### src/rtl/clock_sel_pkg.sv
package clock_sel_pkg;

    typedef enum logic {
        SEL_IDLE = 1'b0,
        SEL_SCAN = 1'b1
    } sel_state_e;

    typedef struct packed {
        logic spare;
        logic take;
    } probe_t;

    function automatic int unsigned ring_next(input int unsigned pos, input int unsigned ring_len);
        return (pos + 1 >= ring_len) ? 0 : pos + 1;
    endfunction

endpackage

### src/rtl/frame_flags.sv
module frame_flags #(
    parameter int N_FRAMES = 8,
    localparam int IW = $clog2(N_FRAMES)
) (
    input  logic                clk,
    input  logic                rst,
    input  logic [N_FRAMES-1:0] ref_pulse,
    input  logic [N_FRAMES-1:0] mod_pulse,
    input  logic                clr_en,
    input  logic                inst_en,
    input  logic [IW-1:0]       sel_idx,
    output logic [N_FRAMES-1:0] r_flags,
    output logic [N_FRAMES-1:0] m_flags
);

    for (genvar g = 0; g < N_FRAMES; g++) begin : g_frame
        logic hit;
        assign hit = (sel_idx == IW'(g));

        always_ff @(posedge clk) begin
            if (rst) begin
                r_flags[g] <= 1'b0;
            end else if (ref_pulse[g] || (inst_en && hit)) begin
                r_flags[g] <= 1'b1;
            end else if (clr_en && hit) begin
                r_flags[g] <= 1'b0;
            end
        end

        always_ff @(posedge clk) begin
            if (rst) begin
                m_flags[g] <= 1'b0;
            end else if (mod_pulse[g]) begin
                m_flags[g] <= 1'b1;
            end else if (inst_en && hit) begin
                m_flags[g] <= 1'b0;
            end
        end
    end


    spared_clear_chk: assert property (@(posedge clk) disable iff (rst)
        (clr_en && !ref_pulse[sel_idx]) |=> !r_flags[$past(sel_idx)]);


    install_ref_chk: assert property (@(posedge clk) disable iff (rst)
        inst_en |=> r_flags[$past(sel_idx)]);


    install_clean_chk: assert property (@(posedge clk) disable iff (rst)
        (inst_en && !mod_pulse[sel_idx]) |=> !m_flags[$past(sel_idx)]);

endmodule

### src/rtl/hand_ctrl.sv
module hand_ctrl
    import clock_sel_pkg::*;
#(
    parameter int N_FRAMES = 8,
    localparam int IW = $clog2(N_FRAMES)
) (
    input  logic                clk,
    input  logic                rst,
    input  logic                evict_req,
    input  logic [N_FRAMES-1:0] r_flags,
    input  logic [N_FRAMES-1:0] m_flags,
    output logic [IW-1:0]       hand,
    output logic                clr_en,
    output logic                inst_en,
    output logic                victim_valid,
    output logic [IW-1:0]       victim_idx,
    output logic                victim_wb
);

    sel_state_e state;
    probe_t     probe;
    logic [IW-1:0] hand_nx;

    always_comb begin
        probe.spare = (state == SEL_SCAN) && r_flags[hand];
        probe.take  = (state == SEL_SCAN) && !r_flags[hand];
        clr_en      = probe.spare;
        inst_en     = probe.take;
        hand_nx     = IW'(ring_next(int'(hand), N_FRAMES));
    end

    always_ff @(posedge clk) begin
        if (rst) begin
            state        <= SEL_IDLE;
            hand         <= '0;
            victim_valid <= 1'b0;
            victim_idx   <= '0;
            victim_wb    <= 1'b0;
        end else begin
            victim_valid <= 1'b0;
            case (state)
                SEL_IDLE: if (evict_req) state <= SEL_SCAN;
                SEL_SCAN: begin
                    hand <= hand_nx;
                    if (probe.take) begin
                        victim_valid <= 1'b1;
                        victim_idx   <= hand;
                        victim_wb    <= m_flags[hand];
                        state        <= SEL_IDLE;
                    end
                end
                default: state <= SEL_IDLE;
            endcase
        end
    end

    // Search length watch: counts examined frames of the current search.
    logic [IW+1:0] scan_len;
    always_ff @(posedge clk) begin
        if (rst || state == SEL_IDLE) scan_len <= '0;
        else                          scan_len <= scan_len + 1'b1;
    end


    scan_bound_chk: assert property (@(posedge clk) disable iff (rst)
        (state == SEL_SCAN) |-> (int'(scan_len) < N_FRAMES + 1));


    strobe_once_chk: assert property (@(posedge clk) disable iff (rst)
        victim_valid |=> !victim_valid);


    hand_step_chk: assert property (@(posedge clk) disable iff (rst)
        (state == SEL_SCAN) |=>
            (hand == ((int'($past(hand)) == N_FRAMES - 1) ? '0 : $past(hand) + 1'b1)));


    park_after_chk: assert property (@(posedge clk) disable iff (rst)
        victim_valid |-> (hand == ((int'(victim_idx) == N_FRAMES - 1) ? '0 : victim_idx + 1'b1)));


    idle_hold_chk: assert property (@(posedge clk) disable iff (rst)
        (state == SEL_IDLE) |=> $stable(hand));

endmodule

### src/rtl/clock_victim_sel.sv
module clock_victim_sel #(
    parameter int N_FRAMES = 8
) (
    input  logic                         clk,
    input  logic                         rst,
    input  logic [N_FRAMES-1:0]          ref_pulse,
    input  logic [N_FRAMES-1:0]          mod_pulse,
    input  logic                         evict_req,
    output logic                         victim_valid,
    output logic [$clog2(N_FRAMES)-1:0]  victim_idx,
    output logic                         victim_wb
);

    localparam int IW = $clog2(N_FRAMES);

    logic [N_FRAMES-1:0] r_flags;
    logic [N_FRAMES-1:0] m_flags;
    logic [IW-1:0]       hand;
    logic                clr_en;
    logic                inst_en;

    hand_ctrl #(.N_FRAMES(N_FRAMES)) u_hand (
        .clk          (clk),
        .rst          (rst),
        .evict_req    (evict_req),
        .r_flags      (r_flags),
        .m_flags      (m_flags),
        .hand         (hand),
        .clr_en       (clr_en),
        .inst_en      (inst_en),
        .victim_valid (victim_valid),
        .victim_idx   (victim_idx),
        .victim_wb    (victim_wb)
    );

    frame_flags #(.N_FRAMES(N_FRAMES)) u_flags (
        .clk       (clk),
        .rst       (rst),
        .ref_pulse (ref_pulse),
        .mod_pulse (mod_pulse),
        .clr_en    (clr_en),
        .inst_en   (inst_en),
        .sel_idx   (hand),
        .r_flags   (r_flags),
        .m_flags   (m_flags)
    );

endmodule

### config.mk
export PLATFORM = sky130hd
export DESIGN_NAME = clock_victim_sel
export DESIGN_NICKNAME = d
export VERILOG_FILES = /design/src/rtl/clock_sel_pkg.sv /design/src/rtl/frame_flags.sv /design/src/rtl/hand_ctrl.sv /design/src/rtl/clock_victim_sel.sv
export SDC_FILE = /design/constraint.sdc
export NUM_CORES = 1
export LEC_CHECK = 0
export BUFFER_PORTS_ARGS = -buffer_cell sky130_fd_sc_hd__buf_4
export CAP_MARGIN = 25
export CORE_UTILIZATION = 48
export DETAILED_ROUTE_END_ITERATION = 12
export GPL_TIMING_DRIVEN = 0
export HOLD_SLACK_MARGIN = 0.03
export PLACE_DENSITY = 0.74
export SYNTH_ARGS = -nofsm -noshare
export SYNTH_HDL_FRONTEND = slang
export SYNTH_SLANG_ARGS = --single-unit
### constraint.sdc
create_clock -name clk -period 1.95 [get_ports clk]
set_clock_uncertainty 0.15 [all_clocks]
set_input_delay 0.4875 -clock clk [delete_from_list [all_inputs] [get_ports clk]]
set_output_delay 0.4875 -clock clk [all_outputs]
set_load 0.05 [all_outputs]
== Yosys cells after proc, flatten, opt, wreduce, memory -nomap -nowiden ==
Cells that the tools add are included.
W data, S select, Z words.

* $lt $le $gt $ge: 2
* Reduce and logical (&&, ||, !) cells: 46
* Multiplexer cells: 41
* Eq/ne operators: 7
* Add/subtract/negate cells: 1
* Bitwise logic cells: 1

{| class="wikitable"
|+ Operators by type and width
! kind !! count
|-
| $mux W1 || 37
|-
| $reduce_bool A2 Y1 || 16
|-
| $logic_and A1 B1 Y1 || 18
|-
| $eq A3 B3 Y1 const B || 4
|-
| $logic_or A1 B1 Y1 || 8
|-
| $bmux W1 S3 || 2
|-
| $eq A3 B2 Y1 const B || 2
|-
| $add A3 B1 Y4 const B || 1
|-
| $ge A4 B4 Y1 const B || 1
|-
| $lt A3 B4 Y1 const B || 1
|-
| $eq A3 B1 Y1 const B || 1
|-
| $logic_not A3 Y1 || 1
|-
| $mux W3 || 1
|-
| $pmux W1 S2 || 1
|-
| $reduce_and A2 Y1 || 1
|-
| $reduce_or A2 Y1 || 1
|-
| $logic_not A1 Y1 || 1
|-
| $not A1 Y1 || 1
|}

* Output and inout port bits: 5
* Bits in registers: 25
* Input port bits: 19
* Word-level logic and storage cells: 119

== Depth between registers and ports, before layout ==
Gate-level depths: netlist of run 1.

* Depth after elaboration: 7
* Depth in mapped cells: 6
* Mapped depth without buffers: 5

== By module ==
From an unflattened synthesis of run 1, not the netlist that was laid out.

* Cell total of the unflattened synthesis: 127
* Area total of the unflattened synthesis: 1,167.4 sq um

{| class="wikitable"
|+ Modules (own cells, without submodules)
! module !! area each (sq um) !! cells each !! seq. area each (sq um) !! instances
|-
| frame_flags || 643.1 || 73 || 320.3 || 1
|-
| hand_ctrl || 524.3 || 54 || 180.2 || 1
|}

== Least setup slack after synthesis of run 1 ==
Ideal clock, no wire load.

* Path kind: flip-flop to flip-flop
* Start point: reg u_hand.hand[1]
* End point: reg u_flags.m_flags[7]
* Setup slack: 0.130 ns
* Data arrival time: 1.538 ns
* Stages on the path, launching flop included: 6
* Data required time: 1.668 ns
* Cells stage by stage: dfxtp_1 -> buf_6 -> mux4_2 -> mux2_4 -> o21ai_1 -> a21oi_1

* Word-level cells in the longest chain between the ends: 6
* Elaborated cells between the ends (all ways): 7
* Those cells by class: eq/ne (1); mux (2); reduce/logical (4)

{| class="wikitable"
|+ RTL lines
! element !! RTL line !! RTL
|-
| from (decl) || hand_ctrl.sv:12 || <nowiki>output logic [IW-1:0] hand,</nowiki>
|-
| from (signal assigned) || hand_ctrl.sv:44 || <nowiki>hand <= hand_nx;</nowiki>
|-
| $bmux W1 S3 || hand_ctrl.sv:26 || <nowiki>probe.take = (state == SEL_SCAN) && !r_flags[hand];</nowiki>
|-
| $mux W1 (implied by the code) || hand_ctrl.sv:26 ||
|-
| $logic_not A1 Y1 || hand_ctrl.sv:26 ||
|-
| $logic_and A1 B1 Y1 || hand_ctrl.sv:26 ||
|-
| $logic_and A1 B1 Y1 * || frame_flags.sv:35 || <nowiki>end else if (inst_en && hit) begin</nowiki>
|-
| $reduce_bool A2 Y1 (no source line) * || n/a ||
|-
| to (signal, indexed assignment) || frame_flags.sv:32 || <nowiki>m_flags[g] <= 1'b0;</nowiki>
|-
| to (signal, indexed assignment) || frame_flags.sv:34 || <nowiki>m_flags[g] <= 1'b1;</nowiki>
|-
| to (signal, indexed assignment) || frame_flags.sv:36 || <nowiki>m_flags[g] <= 1'b0;</nowiki>
|-
| to (decl) || frame_flags.sv:13 || <nowiki>output logic [N_FRAMES-1:0] m_flags</nowiki>
|}

Every way passes the cells marked *; elsewhere a longest branch is shown, timed or not. The select of a mux whose other input is x is not followed.
A chain may end at the register's enable or synchronous reset.

== Worst setup path in the final report of run 1 ==
* Start point: reg u_hand.hand[1]
* End point: reg u_flags.m_flags[3]

The elaborated chain is that of the path after synthesis.

==> results of run 1 <==
## what timing repair did
item                       4_1_cts  5_1_grt
buffers inserted                 0        3
cloned                           0        1
resized for setup                3        5
setup endpoints to repair        4       11
pin swaps                        0        0
## stage by stage
step | TNS (ns) | util | hold slack (ns) | cells
2_1_floorplan | 0 | - | 0.299 | 129
3_5_place_dp | -0.00354 | 0.618 | 0.317 | 179
3_3_place_gp | 0 | 0.618 | 0.315 | 179
4_1_cts | 0 | 0.635 | 0.191 | 183
6_report | 0 | 0.663 | 0.200 | 187
5_1_grt | -0.0103 | 0.663 | 0.183 | 187
## flip-flops by register name, summed over array words and instances (netlist names)
signal,count
u_flags.m_flags,8
u_hand.state,1
u_flags.r_flags,8
u_hand.victim_wb,1
u_hand.victim_idx,3
u_hand.victim_valid,1
u_hand.hand,3
## cell type report
type	count	area (sq um)	share of cell area
multi-input cells	85	666	0.433
flip-flops and latches	25	504	0.328
repair buffers	26	213	0.138
plain buffers	8	46.3	0.0301
inverters	11	42.5	0.0277
well taps	28	35.0	0.0228
clock buffers	3	22.5	0.0147
clock inverters	1	7.51	0.00489
## report_power, final
part / switching, mW / total, mW / internal, mW
Sequential: 0.0244 / 0.573 / 0.548
Combinational: 0.145 / 0.278 / 0.133
Clock: 0.171 / 0.250 / 0.0788
## worst max-delay path by stage
stage | cells after the start | slack [ns] | start | to
final | 5 | 0.07 | u_hand.hand[1]$_SDFFE_PP0P_ | u_flags.m_flags[3]$_SDFFE_PP0P_
after global routing | 6 | -0.01 | u_hand.hand[0]$_SDFFE_PP0P_ | u_flags.r_flags[6]$_SDFFE_PP0P_
after CTS | 5 | 0.01 | u_hand.hand[0]$_SDFFE_PP0P_ | u_flags.r_flags[4]$_SDFFE_PP0P_
after detailed placement | 5 | -0.004 | u_hand.state$_SDFF_PP0_ | u_flags.m_flags[2]$_SDFFE_PP0P_
after global placement | 5 | 0.05 | u_hand.hand[1]$_SDFFE_PP0P_ | u_hand.victim_idx[2]$_SDFFE_PP0P_
after floorplan | 5 | 0.13 | u_hand.hand[1]$_SDFFE_PP0P_ | u_flags.m_flags[7]$_SDFFE_PP0P_
## metal layers
| metal | wire length [microns] | part of all wire | global-route usage | up-vias |
|---|---|---|---|---|
| met5 | 0 | 0 | 0 | - |
| li1 | - | - | - | 528 |
| met2 | 1400 | 0.48 | 0.348 | 50 |
| met1 | 1250 | 0.42 | 0.326 | 506 |
| met4 | 80 | 0.027 | 0.154 | 0 |
| met3 | 215 | 0.073 | 0.0377 | 8 |
## layout by cell type, fill, tap and decap left out, types with 6 or more instances in the layout
cell / Yosys / routed
sky130_fd_sc_hd__a21oi_1: 17 / 17
sky130_fd_sc_hd__buf_4: 0 / 25
sky130_fd_sc_hd__dfxtp_1: 25 / 24
sky130_fd_sc_hd__inv_1: 10 / 10
sky130_fd_sc_hd__nand2_1: 9 / 9
sky130_fd_sc_hd__nand3_1: 8 / 8
sky130_fd_sc_hd__nor2_1: 8 / 8
sky130_fd_sc_hd__o21ai_1: 6 / 6
## cell families after synthesis
kind of cell | share of synthesized area
buffers and inverters | 0.0660
and+or+nand+nor | 0.125
muxes | 0.152
xor gates and xnor gates | 0.00711
DFF | 0.406
AOI/OAI and AO/OA | 0.183
adders and majority gates | 0.0609
==> reports/qor.yml, run 1 <==
outcome:
  run_status: "completed"
die:
  initial_core_util: 0.532
  floorplan.die.height_microns: 52.7
  core_sq_um: 2320
  dieWidth_microns: 52.7
  floorplan.io_pins: 24
  floorplan.rows: 17
  die_area_sq_um: 2770
detailed_routing:
  number_of_vias_per_cell_after_detailed_routing: 5.84
  route.antenna.remaining_nets: 0
  dr_total_vias: 1092
  detail_route.wl_per_cell_microns: 15.7
  detailedRoute.firstPassIterationCount: 4
  iter_0_drt_violations: 30
  drc_errors: 0
  wl_microns: 2940
synthesis:
  synth-async-reset-ratio: 0
  synth_warnings: 0
  number_of_flops_mapped_to_enable_cells_by_yosys: 0
  postSynth.topFlopCell: "sky130_fd_sc_hd__dfxtp_1"
  synthTopCellsByArea: "sky130_fd_sc_hd__dfxtp_1, sky130_fd_sc_hd__mux4_2, sky130_fd_sc_hd__a21oi_1"
  synth_commonest_cells: "sky130_fd_sc_hd__dfxtp_1, sky130_fd_sc_hd__a21oi_1, sky130_fd_sc_hd__inv_1, sky130_fd_sc_hd__nand2_1"
  post_synth_num_cell_types: 27
  post_synth_instance_area_sq_um: 1230
  synth_top_cell_by_area: "sky130_fd_sc_hd__dfxtp_1"
  yosys_register_bits: 25
  post_synth.cell_area_avg_sq_um: 9.55
  synthMostInstantiatedCell: "sky130_fd_sc_hd__dfxtp_1"
  number_of_instances_in_the_synthesized_netlist: 129
  mappedNetlistNets: 154
  synth_top_area_share: 0.406
  seq_area_frac_synth: 0.406
cts:
  tritoncts_clock_tree: "built"
  clk-insertion-delay-late_ns: 0.34
  cts-htree-levels: 1
  cts-root-to-sink-buffers: 2
  cts_made_buffers: 3
  path_clk_slew_ns: 0.15
  quantity_of_hold_fixing_buffers_added_after_cts: 0
  clockRootBuffer: "sky130_fd_sc_hd__clkbuf_4"
  clock_sinks: 25
placement:
  placement.cell_area_sq_um: 1430
  port_buffers: 22
  detailedPlace.worstSlack_ns: -0.00354
  gpl.final_weighted_congestion: 0.838
  place.detailed.hpwl_microns: 2060
setup_path:
  cp_data_arrival_time_ns: 1.96
  r2r_start: "u_hand.hand[1]$_SDFFE_PP0P_"
  critPathRequiredTime_ns: 2.03
  cpPeakStageDelay_ns: 0.55
  ff2ff_path_depth: 5
  worst_setup_end_kind: "flop"
  setup.worst_path.class: "reg2reg"
  cp-start-kind: "flop"
  crit_slowest_cell: "sky130_fd_sc_hd__mux4_2"
  worst_r2r_endpoint: "u_flags.m_flags[3]$_SDFFE_PP0P_"
  critical_path.top_delay_family: "multiplexers"
  critical_path_peak_fanout: 7
  cp_cell_sequence: "buf_8 -> mux4_2 -> mux2_4 -> o21ai_1 -> a21oi_1"
  setup.reg_to_reg.worst_slack_ns: 0.07
  buffering_stage_count_on_the_worst_path_with_inverters_included: 1
grt:
  grt_start_max_net_pins: 16
  antenna_found_initial: 0
  grt_use_total: 0.240
  grt_pass1_wl_microns: 4670
  vias_in_the_first_global_route: 976
  overflow: 0
power_and_ir_drop:
  total_power_mw: 1.10
  powerDensity_nw_per_um2: 716
  static-leakage-power_nw: 0.619
  vdd_drop_max_mv: 0.504
cells_and_area:
  antenna_cells_inserted: 0
  fillers: 184
  post_route_cells_drive_above_1_share: 0.289
  final_area_sq_um: 1540
  num-nets-final: 185
  syn2layout_area_growth_pct: 24.7
job:
  total_of_max_cap_violations: 0
timing:
  setup_viol_count_final: 0
  worstMarginPinSlew_ns: 0.509
  smallest_setup_slack_after_layout_ns: 0.0731
  fin_crit_ns: 1.88
  relSlewSlack: 0.660
  maxSlewViolCount: 0
  finalHoldViolCount: 0
  max_freq_ghz: 0.533
  timing.final.crit_share: 0.963
  grt_setup_unrepaired: "true"
min_path:
  worst_hold_path_type: "in2reg"
  min_delay_path_depth: 2
  hold_ep: "u_flags.m_flags[1]$_SDFFE_PP0P_"
  worst_hold_launch: "mod_pulse[1]"
Note: power is estimated with default switching activity, not from simulation.
==> run 2, diff against run 1 <==
- CORE_UTILIZATION: 48 -> 51
- CTS_BUF_LIST: not set -> sky130_fd_sc_hd__clkbuf_2
- PLACE_DENSITY: 0.74 -> 0.78
==> reports/qor.yml, run 2 (synthesis results as in run 1) <==
timing:
  setup_viol_count_final: 0  # unchanged
  worstMarginPinSlew_ns: 0.490  # was 0.509 ns
  maxSlewViolCount: 0  # unchanged
  timing.final.crit_share: 0.975  # was 0.963
  finalHoldViolCount: 0  # unchanged
  relSlewSlack: 0.674  # was 0.660
  max_freq_ghz: 0.526  # was 0.533 GHz
  fin_crit_ns: 1.90  # was 1.88 ns
  smallest_setup_slack_after_layout_ns: 0.0497  # was 0.0731 ns
cells_and_area:
  multiInputGateArea_sq_um: 671  # was 666 sq um
  syn2layout_area_growth_pct: 25.7  # was 24.7%
  antenna_cells_inserted: 0  # unchanged
  num-nets-final: 189  # was 185
  post_route_cells_drive_above_1_share: 0.325  # was 0.289
  mostFrequentLayoutCells: "sky130_fd_sc_hd__buf_4, sky130_fd_sc_hd__dfxtp_1, sky130_fd_sc_hd__a21oi_1"  # unchanged
  commonest_non_fill_non_tap_cell_in_the_layout: "sky130_fd_sc_hd__buf_4"  # unchanged
  sequential_cell_area_sq_um: 503  # was 504 sq um
  final_area_sq_um: 1550  # was 1540 sq um
  fillers: 185  # was 184
  final_cell_count_no_fill: 191  # was 187
  reg.largest.list: "u_flags.m_flags: 8 flops, u_flags.r_flags: 8 flops"  # unchanged
  layout.core_utilization: 0.687  # was 0.663
grt:
  antenna_found_initial: 0  # unchanged
  grt_met1_usage: 0.347  # was 0.326
  grt_use_total: 0.245  # was 0.240
  overflow: 0  # unchanged
  groute.layer.met3.usage: 0.0298  # was 0.0377
  grt_busiest_layer: "met2"  # unchanged
  grt_pass1_wl_microns: 4750  # was 4670 microns
  grt_start_max_net_pins: 15  # was 16
  grt_util_met2: 0.386  # was 0.348
  vias_in_the_first_global_route: 1022  # was 976
placement:
  place.detailed.hpwl_microns: 2080  # was 2060 microns
  placement.cell_area_sq_um: 1430  # unchanged
  detailedPlace.worstSlack_ns: 0.0130  # was -0.00354 ns
  gpl.final_weighted_congestion: 0.857  # was 0.838
  port_buffers: 22  # unchanged
  placed_cells_incl_taps: 179  # unchanged
min_path:
  worst_hold_launch: "mod_pulse[1]"  # unchanged
  worst_hold_path_type: "in2reg"  # unchanged
  hold_ep: "u_flags.m_flags[1]$_SDFFE_PP0P_"  # unchanged
  min_delay_path_depth: 2  # unchanged
cts:
  clk-insertion-delay-late_ns: 0.36  # was 0.34 ns
  cts-htree-levels: 1  # unchanged
  path_clk_slew_ns: 0.24  # was 0.15 ns
  tritoncts_clock_tree: "built"  # unchanged
  clock_sinks: 25  # unchanged
  cts-root-to-sink-buffers: 2  # unchanged
  cts_made_buffers: 3  # unchanged
  clockRootBuffer: "sky130_fd_sc_hd__clkbuf_2"  # was sky130_fd_sc_hd__clkbuf_4
die:
  floorplan.rows: 17  # unchanged
  floorplan.die.height_microns: 51.2  # was 52.7 microns
  floorplan.io_pins: 24  # unchanged
  dieWidth_microns: 51.2  # was 52.7 microns
  core_sq_um: 2250  # was 2320 sq um
  initial_core_util: 0.547  # was 0.532
  die_area_sq_um: 2620  # was 2770 sq um
setup_path:
  ff2ff_path_depth: 5  # unchanged
  r2r_start: "u_hand.hand[1]$_SDFFE_PP0P_"  # unchanged
  worst_setup_end_kind: "flop"  # unchanged
  setup.reg_to_reg.worst_slack_ns: 0.05  # was 0.07 ns
  setup.worst_path.class: "reg2reg"  # unchanged
  critPathRequiredTime_ns: 2.07  # was 2.03 ns
  critical_path_peak_fanout: 9  # was 7
  worst_r2r_endpoint: "u_flags.m_flags[3]$_SDFFE_PP0P_"  # unchanged
  cp-start-kind: "flop"  # unchanged
  cp_data_arrival_time_ns: 2.02  # was 1.96 ns
job:
  total_of_max_cap_violations: 0  # unchanged
power_and_ir_drop:
  total_power_mw: 1.08  # was 1.10 mW
  vdd_drop_max_mv: 0.449  # was 0.504 mV
  powerDensity_nw_per_um2: 698  # was 716 nW/um^2
  static-leakage-power_nw: 0.633  # was 0.619 nW
detailed_routing:
  dr_total_vias: 1126  # was 1092
  detail_route.wl_per_cell_microns: 15.2  # was 15.7 microns
  number_of_vias_per_cell_after_detailed_routing: 5.90  # was 5.84
  wl_microns: 2910  # was 2940 microns
  detailedRoute.firstPassIterationCount: 4  # unchanged
  iter_0_drt_violations: 37  # was 30
  route.antenna.remaining_nets: 0  # unchanged
  drc_errors: 0  # unchanged
outcome:
  run_status: "completed"  # unchanged
## run 2: area by class of cell
cell class,instances,share of cell area
tap,28,0.0226
clock buffer,3,0.00969
multi-input combinational,85,0.433
clock inverter,1,0.00323
inverter,11,0.0315
buffer,8,0.0299
sequential,25,0.325
timing repair buffer,30,0.145
## run 2: routing by layer
layer | up-vias | share of wire | wire length, microns
li1 | 533 | - | -
met1 | 542 | 0.42 | 1220
met2 | 45 | 0.50 | 1450
met3 | 6 | 0.065 | 188
met4 | 0 | 0.015 | 44
met5 | - | 0 | 0
## run 2: worst max path at each step
| stage | from | endpoint | slack, ns | cells after the start |
|---|---|---|---|---|
| floorplan | u_hand.hand[1]$_SDFFE_PP0P_ | u_flags.m_flags[7]$_SDFFE_PP0P_ | 0.13 | 5 |
| global placement | u_hand.hand[1]$_SDFFE_PP0P_ | u_hand.victim_idx[2]$_SDFFE_PP0P_ | 0.05 | 5 |
| detailed placement | u_hand.hand[1]$_SDFFE_PP0P_ | u_flags.m_flags[3]$_SDFFE_PP0P_ | 0.01 | 5 |
| CTS | u_hand.hand[0]$_SDFFE_PP0P_ | u_flags.r_flags[5]$_SDFFE_PP0P_ | -0.007 | 5 |
| global route | u_hand.hand[1]$_SDFFE_PP0P_ | u_flags.m_flags[3]$_SDFFE_PP0P_ | -0.02 | 5 |
| finish | u_hand.hand[1]$_SDFFE_PP0P_ | u_flags.m_flags[3]$_SDFFE_PP0P_ | 0.05 | 5 |
## run 2: critical path, stage by stage, from the launching register on
cell and delay, ns:
sky130_fd_sc_hd__dfxtp_2 0.42, sky130_fd_sc_hd__buf_8 0.14, sky130_fd_sc_hd__mux4_2 0.54, sky130_fd_sc_hd__mux2_4 0.35
sky130_fd_sc_hd__o21ai_1 0.14, sky130_fd_sc_hd__a21oi_1 0.07
## run 2: repair_timing
| item | 4_1_cts | 5_1_grt |
|---|---|---|
| setup endpoints to repair | 8 | 16 |
| hold buffers | 0 | 0 |
| pin swaps | 0 | 1 |
| setup buffers | 0 | 8 |
| gates resized for setup | 1 | 10 |
## run 2: report_power, final
| group | switching, mW | leakage (nW) | internal, mW |
|---|---|---|---|
| clock network | 0.164 | 0.0164 | 0.0465 |
| registers | 0.0240 | 0.208 | 0.551 |
| logic | 0.154 | 0.409 | 0.143 |
## run 2: stage by stage
step / TNS, ns / hold slack (ns)
after floorplan: 0 / 0.299
after global placement: 0 / 0.315
after detailed placement: 0 / 0.318
after CTS: -0.0111 / 0.174
after global routing: -0.0516 / 0.173
final: 0 / 0.170
